<file path="src/rtl/bsc_pkg.sv">
package bsc_pkg;
    typedef enum logic [1:0] {
        ST_IDLE   = 2'd0,
        ST_SCAN   = 2'd1,
        ST_FINISH = 2'd2
    } scan_state_e;
endpackage

</file>
<file path="src/rtl/bsc_cell.sv">
// One coincidence cell per stored word: accumulates the per-bit result
// of a serial pass. NEAR_EN selects a mismatch counter or a sticky flag.
module bsc_cell #(
    parameter int CW      = 4,
    parameter bit NEAR_EN = 1'b1
) (
    input  logic          clk,
    input  logic          rst_n,
    input  logic          clear,
    input  logic          step,
    input  logic          key_bit,
    input  logic          care,
    input  logic          word_bit,
    output logic [CW-1:0] miss_cnt
);
    logic differ;
    assign differ = step && care && (key_bit != word_bit);

    generate
        if (NEAR_EN) begin : g_count
            logic [CW-1:0] cnt_q;
            always_ff @(posedge clk) begin
                if (!rst_n || clear) cnt_q <= '0;
                else if (differ)     cnt_q <= cnt_q + CW'(1);
            end
            assign miss_cnt = cnt_q;
        end else begin : g_flag
            logic miss_q;
            always_ff @(posedge clk) begin
                if (!rst_n || clear) miss_q <= 1'b0;
                else if (differ)     miss_q <= 1'b1;
            end
            assign miss_cnt = {{(CW-1){1'b0}}, miss_q};
        end
    endgenerate
endmodule

</file>
<file path="src/rtl/bsc_prio.sv">
// Lowest-index-first priority encoder.
module bsc_prio #(
    parameter int N  = 8,
    parameter int AW = 3
) (
    input  logic [N-1:0]  vec,
    output logic [AW-1:0] idx,
    output logic          any
);
    always_comb begin
        idx = '0;
        any = 1'b0;
        for (int i = N - 1; i >= 0; i--) begin
            if (vec[i]) begin
                idx = AW'(i);
                any = 1'b1;
            end
        end
    end
endmodule

</file>
<file path="src/rtl/bsearch_cam.sv">
module bsearch_cam
    import bsc_pkg::*;
#(
    parameter int N_WORDS = 8,
    parameter int WIDTH   = 8,
    parameter bit NEAR_EN = 1'b1,
    localparam int AW = (N_WORDS > 1) ? $clog2(N_WORDS) : 1,
    localparam int CW = $clog2(WIDTH + 1),
    localparam int BW = (WIDTH > 1) ? $clog2(WIDTH) : 1
) (
    input  logic               clk,
    input  logic               rst_n,
    input  logic               wr_en,
    input  logic [AW-1:0]      wr_addr,
    input  logic [WIDTH-1:0]   wr_data,
    input  logic               wr_valid,
    output logic               wr_ready,
    input  logic               srch_start,
    input  logic [WIDTH-1:0]   srch_key,
    input  logic [WIDTH-1:0]   srch_mask,
    input  logic               srch_near,
    input  logic [CW-1:0]      srch_thresh,
    output logic               busy,
    output logic               done,
    output logic [N_WORDS-1:0] hit_vec,
    output logic               found,
    output logic [AW-1:0]      hit_idx
);
    scan_state_e state_q, state_nx;

    logic [BW-1:0]    pos_q;
    logic [WIDTH-1:0] key_q, mask_q;
    logic             near_q;
    logic [CW-1:0]    thr_q;

    logic [WIDTH-1:0]   mem [N_WORDS];
    logic [N_WORDS-1:0] vld_q;

    logic               take_start, step, last_pos;
    logic [N_WORDS-1:0] word_hit;
    logic [AW-1:0]      enc_idx;
    logic               enc_any;

    logic [N_WORDS-1:0] res_vec_q;
    logic               res_found_q, done_q;
    logic [AW-1:0]      res_idx_q;

    assign last_pos = (pos_q == BW'(WIDTH - 1));

    // State register
    always_ff @(posedge clk) begin
        if (!rst_n) state_q <= ST_IDLE;
        else        state_q <= state_nx;
    end

    // Next state
    always_comb begin
        state_nx = state_q;
        unique case (state_q)
            ST_IDLE:   if (srch_start) state_nx = ST_SCAN;
            ST_SCAN:   if (last_pos)   state_nx = ST_FINISH;
            ST_FINISH: state_nx = ST_IDLE;
            default:   state_nx = ST_IDLE;
        endcase
    end

    // Outputs decoded from state
    always_comb begin
        busy       = 1'b1;
        wr_ready   = 1'b0;
        take_start = 1'b0;
        step       = 1'b0;
        unique case (state_q)
            ST_IDLE: begin
                busy       = 1'b0;
                wr_ready   = 1'b1;
                take_start = srch_start;
            end
            ST_SCAN:   step = 1'b1;
            ST_FINISH: ;
            default:   ;
        endcase
    end

    // Search operands and bit position
    always_ff @(posedge clk) begin
        if (!rst_n) begin
            pos_q  <= '0;
            key_q  <= '0;
            mask_q <= '0;
            near_q <= 1'b0;
            thr_q  <= '0;
        end else if (take_start) begin
            pos_q  <= '0;
            key_q  <= srch_key;
            mask_q <= srch_mask;
            near_q <= srch_near;
            thr_q  <= srch_thresh;
        end else if (step) begin
            pos_q <= last_pos ? '0 : pos_q + BW'(1);
        end
    end

    // Entry storage; writes are only taken while idle
    always_ff @(posedge clk) begin
        if (wr_en && wr_ready && (int'(wr_addr) < N_WORDS))
            mem[wr_addr] <= wr_data;
    end

    always_ff @(posedge clk) begin
        if (!rst_n)
            vld_q <= '0;
        else if (wr_en && wr_ready && (int'(wr_addr) < N_WORDS))
            vld_q[wr_addr] <= wr_valid;
    end

    // One coincidence cell per word, all stepped on the same bit position
    generate
        for (genvar i = 0; i < N_WORDS; i++) begin : g_word
            logic [CW-1:0] miss;
            logic          near_ok;

            bsc_cell #(.CW(CW), .NEAR_EN(NEAR_EN)) u_cell (
                .clk      (clk),
                .rst_n    (rst_n),
                .clear    (take_start),
                .step     (step),
                .key_bit  (key_q[pos_q]),
                .care     (!mask_q[pos_q]),
                .word_bit (mem[i][pos_q]),
                .miss_cnt (miss)
            );

            assign near_ok     = NEAR_EN && near_q && (miss <= thr_q);
            assign word_hit[i] = vld_q[i] && ((miss == '0) || near_ok);
        end
    endgenerate

    bsc_prio #(.N(N_WORDS), .AW(AW)) u_prio (
        .vec (word_hit),
        .idx (enc_idx),
        .any (enc_any)
    );

    // Result registers, loaded when leaving ST_FINISH
    always_ff @(posedge clk) begin
        if (!rst_n) begin
            res_vec_q   <= '0;
            res_found_q <= 1'b0;
            res_idx_q   <= '0;
            done_q      <= 1'b0;
        end else begin
            done_q <= (state_q == ST_FINISH);
            if (state_q == ST_FINISH) begin
                res_vec_q   <= word_hit;
                res_found_q <= enc_any;
                res_idx_q   <= enc_idx;
            end
        end
    end

    assign done    = done_q;
    assign hit_vec = res_vec_q;
    assign found   = res_found_q;
    assign hit_idx = res_idx_q;
endmodule

</file>
<file path="config.mk">
export PLATFORM = sky130hd
export DESIGN_NAME = bsearch_cam
export DESIGN_NICKNAME = d
export VERILOG_FILES = /design/src/rtl/bsc_pkg.sv /design/src/rtl/bsc_cell.sv /design/src/rtl/bsc_prio.sv /design/src/rtl/bsearch_cam.sv
export SDC_FILE = /design/constraint.sdc
export NUM_CORES = 1
export LEC_CHECK = 0
export CORE_ASPECT_RATIO = 1.5
export CORE_UTILIZATION = 60
export DETAILED_ROUTE_END_ITERATION = 7
export PLACE_DENSITY = 0.89
export SLEW_MARGIN = 20
export SYNTH_ARGS = -nofsm -noshare
export SYNTH_HDL_FRONTEND = slang
export SYNTH_HIERARCHICAL = 1
export SYNTH_SLANG_ARGS = --single-unit
</file>
<file path="constraint.sdc">
create_clock -name clk -period 4 [get_ports clk]
set_clock_uncertainty 0.2 [all_clocks]
set_input_delay 1 -clock clk [delete_from_list [all_inputs] [get_ports clk]]
set_output_delay 1 -clock clk [all_outputs]
set_load 0.01 [all_outputs]
</file>
== After elaboration in Yosys (flattened, before gate mapping) ==
Memories as Yosys holds them, arrays and structs flattened.
Index checks and enable logic that the tools add are counted.
W data, S select, Z words.

* Add/subtract/negate cells: 9
* $lt $le $gt $ge: 11
* Equal/unequal tests: 13
* Mux-type cells: 49
* Bitwise operators: 1
* Reduce and logical (&&, ||, !) cells: 49

{| class="wikitable"
|+ Operators with widths
! operator !! number
|-
| $add A4 B1 Y4 const B || 8
|-
| $le A4 B4 Y1 || 8
|-
| $logic_not A4 Y1 || 8
|-
| $bmux W1 S3 || 10
|-
| $logic_and A1 B1 Y1 || 27
|-
| $mux W3 || 9
|-
| $mux W1 || 25
|-
| $logic_or A1 B1 Y1 || 9
|-
| $bwmux W8 || 1
|-
| $lt A3 B4 Y1 const B || 2
|-
| $ne A1 B1 Y1 || 8
|-
| $mux W2 || 2
|-
| $ne A2 B2 Y1 const B || 2
|-
| $pmux W2 S2 || 1
|-
| $add A3 B1 Y3 const B || 1
|-
| $demux W1 S3 || 1
|-
| $eq A3 B3 Y1 const B || 1
|-
| $ge A3 B1 Y1 const B || 1
|-
| $eq A2 B1 Y1 const B || 1
|-
| $eq A2 B2 Y1 const B || 1
|-
| $logic_not A1 Y1 || 2
|-
| $logic_not A2 Y1 || 1
|-
| $reduce_and A2 Y1 || 1
|-
| $reduce_or A2 Y1 || 1
|-
| $not A1 Y1 || 1
|}

* Bits in registers: 79
* RAM bits: 64
* Input port bits: 37
* Output and inout port bits: 15
* Logic and storage cells: 152
* Memories kept: 1

{| class="wikitable"
|+ Memories
! memory !! words !! width !! rd ports !! clocked after Yosys merged registers in !! wr ports !! line !! source
|-
| mem || 8 || 8 || 8 || 0 || 1 || bsearch_cam.sv:36 || <nowiki>logic [WIDTH-1:0] mem [N_WORDS];</nowiki>
|}

== Depth between registers and ports, before layout ==
Gate-level depths: netlist of run 1.

* Depth after elaboration: 12
* Gate-level depth with buffers: 10
* Depth with buffers taken out: 10

== Modules after synthesis ==
The synthesis of run 1 kept the hierarchy.

{| class="wikitable"
|+ Modules (own cells, without submodules)
! module !! instances !! cells an instance !! area an instance (um^2) !! seq. area each (um^2)
|-
| bsearch_cam || 1 || 403 || 5162.5 || 2862.7
|-
| bsc_cell || 8 || 22 || 202.7 || 80.1
|-
| bsc_prio || 1 || 13 || 80.1 || 0.0
|}

== Least setup slack after synthesis of run 1 ==
OpenSTA, ideal clock, no wires.

* Path type: flip-flop to flip-flop
* From: reg pos_q[0]
* To: reg g_word[0].u_cell.g_count.cnt_q[3]
* Setup time: 0.070 ns
* Arrival: 2.460 ns
* Required time: 3.730 ns
* Slack: 1.270 ns
* Cell stages (with the launch flop): 7
* Buffers on the path: 1
* Clock period less this slack: 2.730 ns
* Path through: dfxtp_1 -> buf_2 -> mux4_2 -> mux2i_1 -> nand2_1 -> or4_1 -> a21oi_1

* Word-level cells in the longest chain between the ends: 5
* Elaborated cells between the ends (all ways): 10
* Those cells by class: 1 x eq/ne; 6 x mux; 3 x reduce/logical

{| class="wikitable"
|+ Ends and longest elaborated chain
! item !! line !! source
|-
| start, declared || bsearch_cam.sv:31 || <nowiki>logic [BW-1:0] pos_q;</nowiki>
|-
| start signal, assigned || bsearch_cam.sv:100 || <nowiki>pos_q <= last_pos ? '0 : pos_q + BW'(1);</nowiki>
|-
| $bmux W1 S3 || bsearch_cam.sv:129 || <nowiki>.care (!mask_q[pos_q]),</nowiki>
|-
| $mux W1 (implied by the code) || bsearch_cam.sv:129 ||
|-
| $logic_not A1 Y1 || bsearch_cam.sv:129 ||
|-
| $logic_and A1 B1 Y1 || bsc_cell.sv:17 || <nowiki>assign differ = step && care && (key_bit != word_bit);</nowiki>
|-
| $logic_and A1 B1 Y1 (*) || bsc_cell.sv:17 ||
|-
| end signal, assigned || bsc_cell.sv:24 || <nowiki>else if (differ) cnt_q <= cnt_q + CW'(1);</nowiki>
|-
| end, declared || bsc_cell.sv:21 || <nowiki>logic [CW-1:0] cnt_q;</nowiki>
|}

Mark *: on every way between the ends. The rest lies on a longest branch, timed or not. The select of a mux whose other input is x is not followed.
A chain may end at the register's enable or synchronous reset.

== Worst setup path in the final report of run 1 ==
* From: reg pos_q[0]
* To: reg g_word[5].u_cell.g_count.cnt_q[1]

* Word-level cells in the longest chain between the ends: 5
* Elaborated cells between the ends (all ways): 10
* Those cells by class: 1 x eq/ne; 6 x mux; 3 x reduce/logical

{| class="wikitable"
|+ Ends and longest elaborated chain
! item !! line
|-
| $bmux W1 S3 || bsearch_cam.sv:129
|-
| $mux W1 (implied by the code) || bsearch_cam.sv:129
|-
| $logic_not A1 Y1 || bsearch_cam.sv:129
|-
| $logic_and A1 B1 Y1 || bsc_cell.sv:17
|-
| $logic_and A1 B1 Y1 (*) || bsc_cell.sv:17
|-
| end signal, assigned || bsc_cell.sv:24
|-
| end, declared || bsc_cell.sv:21
|}

Marks and branches as above.

==> results of run 1 <==
==> logic make-up after synthesis <==
group	synth area share, %
compound gates	14.6
xor+xnor	1.02
fa+ha+maj	7.66
buf+inv	2.39
flops	51.0
mux	9.35
simple gates	13.9
==> synthesized netlist by cell type (9+ instances only) <==
library cell  instances  area [sq um]
dfxtp_1              79          1580
a21oi_1              28           140
nand2b_1             11          68.8
nor2_1               11          41.3
or4_1                16           120
ha_1                 42           526
inv_1                23          86.3
mux2i_1               9          90.1
mux2_2                9           101
a211oi_1              9          67.6
nand2_1              71           267
mux4_2               20           450
a21boi_0             22           165
o21a_1                9          67.6
o31ai_1              16           120
nor4_1                9          56.3
clkbuf_1             13          48.8
o21ai_0              13          65.1
edfxtp_1             64          1920
nor2b_1              20           125
==> state kept, by name, indices dropped and copies added (netlist names) <==
signal                  count
mem                        64
g_word.u_cell/miss_cnt     32
hit_vec                     8
key_q                       8
mask_q                      8
vld_q                       8
thr_q                       4
hit_idx                     3
pos_q                       3
state_q                     2
done                        1
found                       1
near_q                      1
==> report_power, final <==
group | total [W] | leakage [nW] | internal [W] | switching [W]
sequential | 0.00158 | 1.22 | 0.00156 | 0.0000250
clock | 0.00152 | 0.270 | 0.000915 | 0.000603
combinational | 0.000312 | 1.32 | 0.000133 | 0.000179
total | 0.00341 | 2.81 | 0.00261 | 0.000806
==> stage by stage <==
stage          cells  hold WS [ns]  total power [W]  setup slack [ns]  area, sq um
2_1_floorplan    592         0.240          0.00180              1.27         6860
3_3_place_gp     779         0.250          0.00189             0.824         7540
3_5_place_dp     779         0.256          0.00192             0.730         7540
4_1_cts          811         0.264          0.00343             0.958         8110
5_1_grt          811         0.286          0.00352             0.794         8110
6_report         811         0.265          0.00341             0.966         8110
==> cell type report <==
| type | count | area share (%) |
|---|---|---|
| clock buffer | 18 | 5.29 |
| clock inverter | 14 | 1.77 |
| inverter | 24 | 1.11 |
| multi-input combinational | 407 | 39.4 |
| sequential | 143 | 43.2 |
| tap | 147 | 2.27 |
| timing repair buffer | 58 | 6.94 |
==> routing by layer <==
metal	GRT usage, %	part of all wire, %	vias to the layer above
li1	-	-	2367
met1	31.7	37	2517
met2	51.8	54	219
met3	6.30	5.7	66
met4	14.1	3.7	0
met5	0	0	-
==> critical path, stage by stage, from the launching register on <==
cell and delay (ns):
dfxtp_1 0.50, buf_4 0.40, mux4_2 0.57, mux2_2 0.29, xnor2_1 0.58, nor3b_1 0.13, o21ba_2 0.25
==> worst min path at each step <==
stage | endpoint | slack, ns | start | cells past startpoint
6_report | mask_q[5] | 0.27 | mask_q[5] | 2
3_3_place_gp | key_q[0] | 0.25 | key_q[0] | 2
2_1_floorplan | key_q[2] | 0.24 | key_q[2] | 2
3_5_place_dp | mask_q[5] | 0.26 | mask_q[5] | 2
4_1_cts | mask_q[5] | 0.26 | mask_q[5] | 2
5_1_grt | mask_q[7] | 0.29 | mask_q[7] | 2
==> results_dict.tcl, run 1 <==
set metrics [dict create \
    status "finished clean" \
    synth_async_sr_flop_share_pct 0 \
    grt_max_degree 32 \
    cp_data_required_time_ns 4.11 \
    end_kind "flop" \
    hold_viol_final 0 \
    layout_common_cells "dfxtp_1 (79), nand2_1 (71), edfxtp_1 (64)" \
    num_antenna_cells 0 \
    clock-sinks 143 \
    rows 47 \
    setup_viol 0 \
    syn-cell-area_sq_um 6860 \
    crit_path_start_kind "flop" \
    final_layout_size_suffix_gt1_share_pct 12.7 \
    num_vias 5169 \
    r2r-end "g_word[5].u_cell/miss_cnt[1]" \
    endpoint "g_word[5].u_cell/miss_cnt[1]" \
    crit_type "reg -> reg" \
    cts_made_buffers 17 \
    cts_root_buf "clkbuf_16" \
    grt_pass1_wl_mm 25.1 \
    die_w_um 89.3 \
    hold_class "reg -> reg" \
    worst_pin_slew_ns 0.883 \
    grt_pass1_vias 5266 \
    post_cts_resized 0 \
    slew_headroom_pct 41.0 \
    yosysUniqueCellTypes 41 \
    synth_edf_count 64 \
    p_per_area_nw_per_um2 421 \
    post-route-util_pct 73.0 \
    final_common_cell "dfxtp_1" \
    cts_htree_levels 4 \
    tns_ns 0 \
    clock.fmax_mhz 330 \
    post_cts_buffers 0 \
    clk_latency_ns 0.42 \
    die_h_um 133 \
    dp_hpwl_mm 11.1 \
    nNetsFinal 730 \
    syn_to_final_growth_pct 18.2 \
    fin_crit_sh_pct 75.9 \
    ir_drop_uv 591 \
    reg2reg_depth 6 \
    synth_warnings 6 \
    cp-startpoint "pos_q[0]" \
    rsz0062_at_grt "false" \
    ant_nets 0 \
    detail_route.wl_per_cell_um 20.0 \
    leakagePower_nw 2.81 \
    grtUsageTotal_pct 29.1 \
    wirelength_mm 16.2 \
    synth_seq_cells 143 \
    maxCapViolations 0 \
    synth_fp_nets 671 \
    avgSynthCellArea_sq_um 11.6 \
    fill_cells 669 \
    worstPathMaxFanout 19 \
    coreArea_sq_um 11100 \
    grt-ovfl-total 0 \
    routabilityCongestion 0.786 \
    routed_via_density 6.37 \
    dr.pass1.iters 6 \
    ctsHoldBuffers 0 \
    die-area_sq_um 11900 \
    fin_crit_ns 3.03 \
    reg2reg_slack_ns 0.97 \
    cts.path.max_buffers 2 \
    ios 52 \
    yosysSeqAreaShare_pct 51.0 \
    maxSlewViolCount 0 \
    seqCellArea_sq_um 3500 \
    cts.reportedPaths.clkPinSlew_ns 0.06 \
    antenna_found_initial 0 \
    multi_input_area_sq_um 3200 \
    io_buffers 51 \
    cts_tree "built" \
    start_util_pct 61.8 \
    drtIter0Drc 407 \
    synth_flop_cell "dfxtp_1" \
    crit_arrival_ns 3.14 \
    route.detailed.drc 0 \
    r2r-start "pos_q[0]" \
    syn_inst 592 \
]
No activity file was read; power rests on OpenSTA's default activity.
==> run 2: changes to the inputs <==
--- a/config.mk
+++ b/config.mk
@@ -6,9 +6,9 @@
 export NUM_CORES = 1
 export LEC_CHECK = 0
 export CORE_ASPECT_RATIO = 1.5
-export CORE_UTILIZATION = 60
+export CORE_UTILIZATION = 59
 export DETAILED_ROUTE_END_ITERATION = 7
-export PLACE_DENSITY = 0.89
+export PLACE_DENSITY = 0.87
 export SLEW_MARGIN = 20
 export SYNTH_ARGS = -nofsm -noshare
 export SYNTH_HDL_FRONTEND = slang
==> constraint.sdc (replaced) <==
create_clock -name clk -period 2.85 [get_ports clk]
set_clock_uncertainty 0.2 [all_clocks]
set_input_delay 0.7125 -clock clk [delete_from_list [all_inputs] [get_ports clk]]
set_output_delay 0.7125 -clock clk [all_outputs]
set_load 0.01 [all_outputs]
==> run 2 against run 1 <==
Net effect: sequential power increased by 41%; cell area increased by 1.8%; cell count increased by 1.5%; die area increased by 1.7%; register-to-register slack got worse by 0.86 ns; global-route usage decreased by 1.5 points; routed wire length decreased by 2.2%; via count increased by 0.17%; power increased by 41%; combinational power increased by 46%; clock power increased by 41%; critical path type unchanged; largest power group unchanged.
==> results_dict.tcl, run 2 (synthesis results as in run 1) <==
set metrics [dict create \
    hold_start "key_q[1]" \
    final_common_cell "dfxtp_1" \
    grt_pass1_vias 5311 \
    cp-startpoint "pos_q[0]" \
    hold_viol_final 0 \
    stdcell_count 823 \
    ctsHoldBuffers 0 \
    worstPathCellList "buf_4, mux4_2, mux2_2, xnor2_1, buf_4, nor3b_1, o21ba_2" \
    cts_root_buf "clkbuf_16" \
    die-area_sq_um 12100 \
    hold_class "reg -> reg" \
    worst_pin_slew_ns 0.578 \
    cp_slowest_cell "mux4_2" \
    tns_ns 0 \
    grt_pass1_wl_mm 25.7 \
    grt-ovfl-total 0 \
    grt_max_degree 42 \
    routed_via_density 6.29 \
    cts_htree_levels 4 \
    rsz0062_at_grt "false" \
    die_w_um 90.1 \
    ir_drop_uv 727 \
    cts.reportedPaths.clkPinSlew_ns 0.07 \
    dp_cells 791 \
    detail_route.wl_per_cell_um 19.2 \
    fin_crit_ns 2.74 \
    dr.pass1.iters 5 \
    dp_hpwl_mm 11.0 \
    p_comb_share_pct 9.4 \
    io_buffers 51 \
    rows 47 \
    end_kind "flop" \
    path_delay_family "multiplexers" \
    fill_cells 749 \
    worstPathMaxFanout 8 \
    clk_latency_ns 0.42 \
    holdWs_ns 0.265 \
    largest_register "mem" \
    die_h_um 134 \
    leakagePower_nw 2.89 \
    cts_tree "built" \
    final_layout_size_suffix_gt1_share_pct 14.3 \
    coreArea_sq_um 11200 \
    routabilityCongestion 0.776 \
    maxCapViolations 0 \
    dp_slack_ns 0.126 \
    cts.path.max_buffers 2 \
    setup_viol 0 \
    grtUsageTotal_pct 27.6 \
    fin_crit_sh_pct 96.3 \
    crit_buf_inv 2 \
    syn_to_final_growth_pct 20.3 \
    status "finished clean" \
    p_per_area_nw_per_um2 584 \
    drtIter0Drc 363 \
    antenna_found_initial 0 \
    slew_headroom_pct 61.2 \
    route.detailed.drc 0 \
    sequentialPowerShare_pct 46.0 \
    num_vias 5178 \
    ant_nets 0 \
    post_cts_buffers 0 \
    r2r-start "pos_q[0]" \
    start_util_pct 61.4 \
    cp_data_required_time_ns 2.97 \
    power.switching_w 0.00120 \
    crit_arrival_ns 2.86 \
    power_w 0.00482 \
    p_sw_share_pct 25.0 \
    ios 52 \
    nNetsFinal 742 \
    layout_common_cells "dfxtp_1 (79), nand2_1 (71), edfxtp_1 (64)" \
    crit_type "reg -> reg" \
    crit_path_start_kind "flop" \
    clock-sinks 143 \
    layout_setup_ws_ns 0.107 \
    num_antenna_cells 0 \
    cp_common_cell "buf_4" \
    maxSlewViolCount 0 \
    clock.fmax_mhz 365 \
    p_clk_share_pct 44.6 \
    wirelength_mm 15.8 \
    p_int_w 0.00362 \
    slowest_delay_ns 0.49 \
    cts_made_buffers 17 \
    post_cts_resized 0 \
    largest_reg_flops 64 \
]
[run 2: power groups by stage]
stage / Sequential, W / Combinational [W] / Clock, W
after floorplan: 0.00225 / 0.000274 / 0
after global placement: 0.00226 / 0.000414 / 0
after detailed placement: 0.00226 / 0.000446 / 0
after CTS: 0.00222 / 0.000451 / 0.00217
after global routing: 0.00222 / 0.000495 / 0.00226
final: 0.00222 / 0.000454 / 0.00215
[run 2: per-layer routing]
metal	track usage, %	vias to the layer above	share of wire (%)
met3	5.22	49	4.3
met1	30.1	2538	38
li1	-	2395	-
met4	14.1	0	3.1
met2	50.6	196	54
met5	0	-	0
[run 2: worst min-delay path, stage by stage (launching register included)]
cell,delay (ns)
dfxtp_1,0.31
nand2_1,0.05
a21boi_0,0.06
[run 2: final timing paths]
path / endpoint / slack, ns / cells past startpoint
worst max-delay path: g_word[0].u_cell/miss_cnt[1] / 0.11 / 7
worst min-delay path: key_q[1] / 0.27 / 2
worst max register to register: g_word[0].u_cell/miss_cnt[1] / 0.11 / 7
worst min register to register: key_q[1] / 0.27 / 2
[run 2: cell type report]
| type | instances | area, sq um | share of cell area [%] |
|---|---|---|---|
| Inverter | 24 | 90.1 | 1.09 |
| Timing Repair Buffer | 70 | 703 | 8.52 |
| Sequential cell | 143 | 3500 | 42.4 |
| Tap cell | 147 | 184 | 2.23 |
| Clock buffer | 17 | 425 | 5.15 |
| Clock inverter | 15 | 151 | 1.83 |
| Multi-Input combinational cell | 407 | 3200 | 38.7 |
[run 2: stage by stage]
| step | utilization [%] | cell area [sq um] |
|---|---|---|
| floorplan | - | 6860 |
| global placement | 68.7 | 7680 |
| detailed placement | 68.7 | 7680 |
| CTS | 73.9 | 8250 |
| global route | 73.9 | 8250 |
| finish | 73.9 | 8250 |
==> run 3: changes to the inputs <==
--- a/config.mk
+++ b/config.mk
@@ -6,8 +6,10 @@
 export NUM_CORES = 1
 export LEC_CHECK = 0
 export CORE_ASPECT_RATIO = 1.5
+export CORE_MARGIN = 1.5
 export CORE_UTILIZATION = 59
 export DETAILED_ROUTE_END_ITERATION = 7
+export HOLD_SLACK_MARGIN = 0.06
 export PLACE_DENSITY = 0.87
 export SLEW_MARGIN = 20
 export SYNTH_ARGS = -nofsm -noshare
==> run 3 against run 2 <==
Net effect: via count rose by 0.91%; combinational power up 2%; utilization down 1.0 points; power increased by 2.6%; die area rose by 1.9%; critical path type unchanged; critical endpoint is now g_word[5].u_cell/miss_cnt[3].
==> results_dict.tcl, run 3 (synthesis results as in run 1) <==
set metrics [dict create \
    status "finished clean" \
    p_per_area_nw_per_um2 595 \
    sequentialPowerShare_pct 44.9 \
    clock-sinks 143 \
    reg2reg_slack_ns 0.17 \
    routed_via_density 6.32 \
    grt_max_degree 39 \
    placed_cell_area_sq_um 7660 \
    antenna_found_initial 0 \
    cts_made_buffers 17 \
    grtUsageTotal_pct 28.1 \
    num_vias 5225 \
    dp_hpwl_mm 11.1 \
    start_util_pct 60.2 \
    routabilityCongestion 0.827 \
    rsz0062_at_grt "false" \
    rows 48 \
    holdWs_ns 0.269 \
    power_w 0.00495 \
    cp_slowest_cell "or4_1" \
    cts_root_buf "clkbuf_16" \
    final_layout_size_suffix_gt1_share_pct 15.1 \
    fin_crit_ns 2.68 \
    path_delay_family "multiplexers" \
    setup_viol 0 \
    dr.pass1.iters 5 \
    ios 52 \
    p_comb_share_pct 9.4 \
    multi_input_area_sq_um 3220 \
    die_w_um 91.1 \
    worstPathMaxFanout 11 \
    route.detailed.drc 0 \
    grt_pass1_vias 5328 \
    ant_nets 0 \
    p_int_w 0.00378 \
    r2r-start "pos_q[0]" \
    crit_path_start_kind "flop" \
    power.switching_w 0.00117 \
    largest_reg_flops 64 \
    cts.path.max_buffers 2 \
    clock.fmax_mhz 373 \
    wirelength_mm 16.5 \
    reg2reg_depth 6 \
    worst_pin_slew_ns 0.680 \
    die_h_um 135 \
    slew_headroom_pct 54.5 \
    fill_cells 721 \
    hold_start "mask_q[7]" \
    drtIter0Drc 434 \
    tns_ns 0 \
    finish.instance_area_sq_um 8310 \
    cts_tree "built" \
    holdPathStages 2 \
    fin_crit_sh_pct 93.9 \
    p_clk_share_pct 45.7 \
    largest_register "mem" \
    nNetsFinal 743 \
    syn_to_final_growth_pct 21.1 \
    p_sw_share_pct 23.6 \
    cts_htree_levels 4 \
    ctsHoldBuffers 0 \
    io_buffers 51 \
    maxCapViolations 0 \
    worstPathCellList "buf_12, mux4_2, mux2_4, xnor2_1, or4_1, a21oi_1" \
    cp_data_required_time_ns 2.99 \
    cts.reportedPaths.clkPinSlew_ns 0.06 \
    grt-ovfl-total 0 \
    final_common_cell "dfxtp_1" \
    seqCellArea_sq_um 3500 \
    r2r-end "g_word[5].u_cell/miss_cnt[3]" \
    layout_common_cells "dfxtp_1 (78), nand2_1 (71), edfxtp_1 (64)" \
    crit_arrival_ns 2.82 \
    ir_drop_uv 739 \
    crit_buf_inv 1 \
    crit_type "reg -> reg" \
    detail_route.wl_per_cell_um 19.9 \
    coreArea_sq_um 11400 \
    hold_viol_final 0 \
    slowest_delay_ns 0.52 \
    num_antenna_cells 0 \
    die-area_sq_um 12300 \
    hold_class "reg -> reg" \
    min_to "mask_q[7]" \
    grt_pass1_wl_mm 26.4 \
    clk_latency_ns 0.41 \
    end_kind "flop" \
    leakagePower_nw 2.92 \
    maxSlewViolCount 0 \
]
-- run 3: changes by cell type in the layout (fill, tap and decap cells not counted), sizes merged --
cell,delta
inv,-4
clkinvlp,+2
bufinv,+2
clkbuf,+1
-- run 3: layout make-up --
cell class	instances	area share, %
Timing Repair Buffer	71	8.46
Clock inverter	15	2.23
Inverter	24	1.08
Tap cell	150	2.26
Multi-Input combinational cell	407	38.7
Sequential cell	143	42.2
Clock buffer	17	5.12
-- run 3: worst max path at each step --
stage	start	end	cells past startpoint
floorplan	pos_q[0]	g_word[0].u_cell/miss_cnt[3]	6
global placement	pos_q[0]	g_word[6].u_cell/miss_cnt[3]	6
CTS	pos_q[0]	g_word[7].u_cell/miss_cnt[2]	6
global route	pos_q[0]	g_word[6].u_cell/miss_cnt[3]	6
finish	pos_q[0]	g_word[5].u_cell/miss_cnt[3]	6
detailed placement	pos_q[0]	g_word[1].u_cell/miss_cnt[3]	6
-- run 3: repair_timing --
item / in CTS / in global routing
setup endpoints to repair: 0 / 20
setup buffers: 0 / 0
gates resized for setup: 0 / 4
-- run 3: per-stage QoR --
| stage | std cells | setup WS [ns] | utilization (%) |
|---|---|---|---|
| 4_1_cts | 826 | 0.00445 | 72.4 |
| 6_report | 827 | 0.172 | 72.8 |
| 3_3_place_gp | 794 | 0.155 | 67.1 |
| 2_1_floorplan | 592 | 0.120 | - |
| 3_5_place_dp | 794 | 0.0592 | 67.1 |
| 5_1_grt | 827 | 0.0722 | 72.8 |
-- run 3: metal layers --
metal	share of wire (%)	vias to the layer above	global-route usage [%]	wire length (um)
met2	55	222	52.5	9020
li1	-	2395	-	-
met4	2.6	0	11.6	433
met1	37	2566	30.2	6100
met5	0	-	0	0
met3	5.5	42	6.36	912
-- run 3: worst register-to-register path, cell delays in order (launching register included) --
cell and delay (ns):
dfxtp_2 0.39, buf_12 0.18, mux4_2 0.52, mux2_4 0.38, xnor2_1 0.27, or4_1 0.52
a21oi_1 0.15
-- run 3: power groups by stage --
| stage | Sequential, W | Combinational (W) | Clock (W) |
|---|---|---|---|
| floorplan | 0.00225 | 0.000274 | 0 |
| global placement | 0.00226 | 0.000413 | 0 |
| CTS | 0.00222 | 0.000450 | 0.00227 |
| detailed placement | 0.00226 | 0.000444 | 0 |
| finish | 0.00222 | 0.000465 | 0.00226 |
| global route | 0.00223 | 0.000504 | 0.00236 |
